$ cat src/rtl/txq_pkg.sv
package txq_pkg;
  typedef enum logic [1:0] {
    TRG_8 = 2'b00,
    TRG_4 = 2'b01,
    TRG_2 = 2'b10,
    TRG_0 = 2'b11
  } trig_sel_e;

  function automatic logic [7:0] trig_level(input logic [1:0] sel);
    case (trig_sel_e'(sel))
      TRG_8:   return 8'd8;
      TRG_4:   return 8'd4;
      TRG_2:   return 8'd2;
      default: return 8'd0;
    endcase
  endfunction
endpackage

$ cat src/rtl/txq_src_arb.sv
module txq_src_arb #(
  parameter int DW = 8
) (
  input  logic          cpu_wr,
  input  logic [DW-1:0] cpu_data,
  input  logic          dma_wr,
  input  logic [DW-1:0] dma_data,
  output logic          push_req,
  output logic          push_dma,
  output logic [DW-1:0] push_data
);
  always_comb begin
    push_req  = cpu_wr | dma_wr;
    push_dma  = dma_wr & ~cpu_wr;
    push_data = cpu_wr ? cpu_data : dma_data;
  end
endmodule

$ cat src/rtl/txq_store.sv
module txq_store #(
  parameter int DEPTH = 16,
  parameter int DW    = 8,
  localparam int AW   = $clog2(DEPTH),
  localparam int CW   = AW + 1
) (
  input  logic          clk,
  input  logic          rst_n,
  input  logic          push_req,
  input  logic [DW-1:0] push_data,
  input  logic          pop_req,
  output logic          push_ok,
  output logic          pop_ok,
  output logic [CW-1:0] cnt_q,
  output logic [CW-1:0] cnt_nxt,
  output logic [DW-1:0] head
);
  logic [DEPTH-1:0][DW-1:0] mem_q;
  logic [DEPTH-1:0]         wr_en;
  logic [AW-1:0]            wr_ptr_q, wr_ptr_d;
  logic [AW-1:0]            rd_ptr_q, rd_ptr_d;

  always_comb begin
    push_ok  = push_req && (cnt_q != CW'(DEPTH));
    pop_ok   = pop_req && (cnt_q != '0);
    wr_ptr_d = push_ok ? wr_ptr_q + AW'(1) : wr_ptr_q;
    rd_ptr_d = pop_ok  ? rd_ptr_q + AW'(1) : rd_ptr_q;
    case ({push_ok, pop_ok})
      2'b10:   cnt_nxt = cnt_q + CW'(1);
      2'b01:   cnt_nxt = cnt_q - CW'(1);
      default: cnt_nxt = cnt_q;
    endcase
    for (int i = 0; i < DEPTH; i++) begin
      wr_en[i] = push_ok && (wr_ptr_q == AW'(i));
    end
  end

  always_ff @(posedge clk or negedge rst_n) begin
    if (!rst_n) begin
      wr_ptr_q <= '0;
      rd_ptr_q <= '0;
      cnt_q    <= '0;
    end else begin
      wr_ptr_q <= wr_ptr_d;
      rd_ptr_q <= rd_ptr_d;
      cnt_q    <= cnt_nxt;
    end
  end

  always_ff @(posedge clk) begin
    for (int i = 0; i < DEPTH; i++) begin
      if (wr_en[i]) mem_q[i] <= push_data;
    end
  end

  assign head = mem_q[rd_ptr_q];
endmodule

$ cat src/rtl/txq_flag.sv
module txq_flag #(
  parameter int CW = 5
) (
  input  logic          clk,
  input  logic          rst_n,
  input  logic          push_ok,
  input  logic          push_dma,
  input  logic          pop_ok,
  input  logic [CW-1:0] cnt_nxt,
  input  logic [7:0]    trig,
  input  logic          stat_rd,
  input  logic          stat_wr,
  input  logic          stat_wval,
  output logic          flag_q
);
  logic flag_d, arm_q, arm_d, pend_q, pend_d;
  logic above, set_c, clr_c, wr_zero;

  always_comb begin
    above   = 8'(cnt_nxt) > trig;
    wr_zero = stat_wr && !stat_wval;
    set_c   = pop_ok && !above;
    clr_c   = push_ok && above && (pend_q || push_dma);

    flag_d = flag_q;
    if (clr_c)      flag_d = 1'b0;
    else if (set_c) flag_d = 1'b1;

    arm_d = arm_q;
    if (clr_c || wr_zero)      arm_d = 1'b0;
    else if (stat_rd && flag_q) arm_d = 1'b1;

    pend_d = pend_q;
    if (clr_c)                 pend_d = 1'b0;
    else if (wr_zero && arm_q) pend_d = 1'b1;
  end

  always_ff @(posedge clk or negedge rst_n) begin
    if (!rst_n) begin
      flag_q <= 1'b1;
      arm_q  <= 1'b0;
      pend_q <= 1'b0;
    end else begin
      flag_q <= flag_d;
      arm_q  <= arm_d;
      pend_q <= pend_d;
    end
  end
endmodule

$ cat src/rtl/uart_txq_flag.sv
module uart_txq_flag #(
  parameter int DEPTH = 16,
  parameter int DW    = 8
) (
  input  logic          clk,
  input  logic          rst_n,
  input  logic [1:0]    trig_sel,
  input  logic          irq_en,
  input  logic          cpu_wr,
  input  logic [DW-1:0] cpu_data,
  input  logic          dma_wr,
  input  logic [DW-1:0] dma_data,
  input  logic          stat_rd,
  input  logic          stat_wr,
  input  logic          stat_wval,
  input  logic          shift_rdy,
  output logic          shift_valid,
  output logic [DW-1:0] shift_data,
  output logic [15:0]   fill_word,
  output logic          tx_empty,
  output logic          tx_req
);
  localparam int CW = $clog2(DEPTH) + 1;

  logic          push_req, push_dma, push_ok, pop_ok;
  logic [DW-1:0] push_data;
  logic [CW-1:0] cnt_q, cnt_nxt;

  txq_src_arb #(.DW(DW)) u_arb (
    .cpu_wr(cpu_wr), .cpu_data(cpu_data),
    .dma_wr(dma_wr), .dma_data(dma_data),
    .push_req(push_req), .push_dma(push_dma), .push_data(push_data)
  );

  txq_store #(.DEPTH(DEPTH), .DW(DW)) u_store (
    .clk(clk), .rst_n(rst_n),
    .push_req(push_req), .push_data(push_data), .pop_req(shift_rdy),
    .push_ok(push_ok), .pop_ok(pop_ok),
    .cnt_q(cnt_q), .cnt_nxt(cnt_nxt), .head(shift_data)
  );

  txq_flag #(.CW(CW)) u_flag (
    .clk(clk), .rst_n(rst_n),
    .push_ok(push_ok), .push_dma(push_dma), .pop_ok(pop_ok),
    .cnt_nxt(cnt_nxt), .trig(txq_pkg::trig_level(trig_sel)),
    .stat_rd(stat_rd), .stat_wr(stat_wr), .stat_wval(stat_wval),
    .flag_q(tx_empty)
  );

  assign shift_valid = (cnt_q != '0);
  assign fill_word   = {8'(cnt_q), 8'h00};
  assign tx_req      = tx_empty & irq_en;
endmodule

$ cat config.mk
export PLATFORM = sky130hd
export DESIGN_NAME = uart_txq_flag
export DESIGN_NICKNAME = d
export VERILOG_FILES = /design/src/rtl/txq_pkg.sv /design/src/rtl/txq_src_arb.sv /design/src/rtl/txq_store.sv /design/src/rtl/txq_flag.sv /design/src/rtl/uart_txq_flag.sv
export SDC_FILE = /design/constraint.sdc
export NUM_CORES = 1
export LEC_CHECK = 0
export BUFFER_PORTS_ARGS = -buffer_cell sky130_fd_sc_hd__buf_2
export CAP_MARGIN = 15
export CELL_PAD_IN_SITES_DETAIL_PLACEMENT = 0
export CELL_PAD_IN_SITES_GLOBAL_PLACEMENT = 2
export CORE_ASPECT_RATIO = 0.75
export CORE_MARGIN = 3
export CORE_UTILIZATION = 41
export CTS_CLUSTER_DIAMETER = 80
export DETAILED_ROUTE_END_ITERATION = 10
export PLACE_DENSITY = 0.74
export SYNTH_ARGS = -nofsm -noshare
export SYNTH_HDL_FRONTEND = slang
export SYNTH_HIERARCHICAL = 1
export SYNTH_SLANG_ARGS = --single-unit
$ cat constraint.sdc
create_clock -name clk -period 3.2 [get_ports clk]
set_input_delay 0.64 -clock clk [delete_from_list [all_inputs] [get_ports clk]]
set_output_delay 0.64 -clock clk [all_outputs]
set_load 0.05 [all_outputs]
==> impl_metrics.json <==
{
  "drt_iter0_markers": 212,
  "p_clk_frac": 0.258,
  "drc": 0,
  "post-route-util": 0.511,
  "grt_overflow_total": 0,
  "layout.nets": 454,
  "fmax_ghz": 0.315,
  "place.gp.congestion": 0.769,
  "hold_path.class": "input pin to asynchronous set/reset pin",
  "startpoint": "u_store/cnt_q[1]",
  "die_h_um": 113,
  "ys_top_cells_by_count": "edfxtp_1 (128), mux4_2 (40), nor2_1 (17)",
  "crit_path_max_fanout": 3,
  "slew_headroom": 0.272,
  "syn_to_final_growth_pct": 20.2,
  "drt_pre_antenna_iters": 4,
  "postCtsHoldBufs": 0,
  "clock_path_buffers": 2,
  "power-per-cell-area_nw_per_um2": 987,
  "post-route-period-util": 0.992,
  "die_w_um": 148,
  "fin_crit_ns": 3.17,
  "p_seq_frac": 0.357,
  "vias": 3210,
  "p_sw_w": 0.00260,
  "synthArstFlopShare": 0.111,
  "yosysTopAreaCellShare": 0.617,
  "design.core.area_um2": 14600,
  "r2r_start": "u_store/cnt_q[1]",
  "die_area_um2": 16700,
  "cts_tree": "done",
  "syn_avg_cell_area_um2": 18.9,
  "cts_buffers": 17,
  "drv_slew": 0,
  "yosysWarnings": 6,
  "diodes": 0,
  "synth.cell_area_um2": 6220,
  "max-cap-violations": 0,
  "met3_usage": 0.0368,
  "grt_max_degree": 36,
  "globalRouteMet1Util": 0.251,
  "track_usage": 0.160,
  "vias_per_cell": 5.11,
  "rows": 38,
  "ir_drop_mv": 0.466,
  "clkLatencyLatePin_ns": 0.42,
  "grt_pass1_wl_mm": 19.5,
  "synth_cells": 330,
  "dp.cells": 591,
  "critical_path.endpoint": "u_flag/arm_q",
  "num_io_pins": 54,
  "grt_pass1_vias": 3313,
  "pwr-share-comb": 0.385,
  "netlist_top_cells_area": "edfxtp_1 (62%), mux4_2 (14%), dfrtp_1 (6.0%)",
  "totalWireLength_mm": 12.5,
  "post-synth-top-area-cell": "edfxtp_1",
  "cts.sinks": 144,
  "antenna_found_initial": 1,
  "startpoint_type": "flip-flop",
  "setup_viol": 0,
  "path_clk_slew_ns": 0.06,
  "synthFlopType": "edfxtp_1",
  "port_buffers": 42,
  "clockRootBuffer": "clkbuf_16",
  "r2r-end": "u_flag/arm_q",
  "reg2reg_slack_ns": 0.03,
  "drive_gt1_frac": 0.400,
  "cell_internal_pwr_w": 0.00479,
  "worst_pin_slew_ns": 1.09,
  "ys_types": 43,
  "layout.cells.non_filler": 628,
  "leakage_nw": 2.69,
  "gr-max-usage-layer": "met1",
  "skew_ns": 0.00855,
  "final_hold_viol_count": 0,
  "wl_per_cell_um": 19.9,
  "holdWs_ns": 0.157,
  "worstPathRequired_ns": 3.53,
  "rr_worst_depth": 15,
  "endpoint_kind": "flip-flop",
  "grt_use_met2": 0.219,
  "yosys_register_bits": 144,
  "start_util": 0.425,
  "switching_share": 0.352,
  "rsz0062_at_grt": "yes",
  "outcome": "complete, no violations",
  "cp_data_arrival_time_ns": 3.50,
  "htreeDepth": 4,
  "synth_enable_flop_cells": 128,
  "drtAntennaViolNets": 0,
  "critical_path_class": "flip-flop to flip-flop",
  "ys_seq_area_frac": 0.682,
  "dp_hpwl_mm": 8.14,
  "yosysMostFrequentCell": "edfxtp_1"
}
layout by cell type, fill, tap and decap left out, types with 2 or more instances in the layout:
cell type   Yosys  final
edfxtp_1      128    128
buf_2           1     42
mux4_2         40     40
buf_4          15     31
clkbuf_16       0     20
conb_1          1     19
nor2_1         17     17
inv_1          12     12
ha_1           12     11
dfrtp_1        15     11
nand2_1         9      9
mux2_4          8      8
xnor2_1         9      8
nor3_1          6      6
nor2b_1         4      4
clkbuf_1        3      4
a21oi_1         6      4
xor2_1          4      4
dfrtp_2         0      4
nand4_1         3      3
nand2b_1        3      3
and2b_2         2      2
clkinvlp_4      0      2
clkbuf_8        0      2
nor4b_4         1      2
a21oi_2         0      2
a31oi_1         2      2
mux2_2          2      2
buf_12          0      2
power by group through the flow:
stage	Clock [W]	Combinational [W]	Sequential, W
2_1_floorplan	0	0.00202	0.00268
3_3_place_gp	0	0.00276	0.00267
3_5_place_dp	0	0.00278	0.00268
4_1_cts	0.00194	0.00287	0.00265
5_1_grt	0.00202	0.00306	0.00268
6_report	0.00191	0.00284	0.00264
state kept, by name, summed over array words and instances, names as in the netlist:
signal	flops
u_store/mem_q	128
u_store/cnt_q	5
u_store/rd_ptr_q	4
u_store/wr_ptr_q	4
u_flag/arm_q	1
u_flag/flag_q	1
u_flag/pend_q	1
cells by family after synthesis:
| family | after synthesis | share of synthesized area |
|---|---|---|
| AO/OA/AOI/OAI | 19 | 0.0209 |
| XOR/XNOR | 13 | 0.0183 |
| adder cells (fa/ha/maj) | 12 | 0.0241 |
| buffers and inverters | 39 | 0.0352 |
| flip-flops | 144 | 0.682 |
| multiplexers | 52 | 0.171 |
| other | 1 | 0.000602 |
| AND/OR/NAND/NOR | 50 | 0.0474 |
layer usage:
metal  wire length (µm)  vias up
met2               5510       82
met3                650        8
met4                 95        0
li1                   -     1447
met1               6230     1673
met5                  0        -
how the worst min path moves through the flow:
stage	to	cells past startpoint
6_report	u_flag/pend_q	1
5_1_grt	u_flag/pend_q	1
4_1_cts	u_store/cnt_q[0]	1
3_5_place_dp	u_flag/flag_q	2
3_3_place_gp	u_flag/pend_q	2
2_1_floorplan	u_flag/arm_q	0
what timing repair did:
action / CTS / global route
endpoints found under the setup margin: 3 / 3
pin swaps: 3 / 6
setup buffers: 5 / 0
cloned: 0 / 0
resized for setup: 3 / 2
metrics by stage:
stage,cell area [µm²],total power [W],TNS (ns),setup slack (ns)
after floorplan,6310,0.00470,-0.594,-0.208
after global placement,6830,0.00543,-0.527,-0.185
after detailed placement,6830,0.00546,-0.987,-0.339
after CTS,7470,0.00746,0,0.00223
after global routing,7480,0.00776,-0.471,-0.167
final,7480,0.00739,0,0.0260
worst max-delay path: stages (launching register included):
cell and delay, ns:
dfrtp_2 0.42, nor4_4 0.26, buf_4 0.18, mux2i_4 0.24, xor2_1 0.20, ha_2 0.23
a21oi_2 0.06, nor4b_2 0.21, a31oi_1 0.08, xnor2_1 0.16, ha_1 0.28, nor4b_4 0.19
mux2i_1 0.24, a21oi_2 0.06, o211a_1 0.15, nor3_1 0.14
final cells by class:
class,count,area [µm²]
tap,200,250
timing repair buffer,75,483
fill,1247,7160
multi-input combinational,165,1870
clock inverter,6,43.8
sequential,144,4250
clock buffer,26,543
inverter,12,45.0
Power figures use the tool's default switching activity.
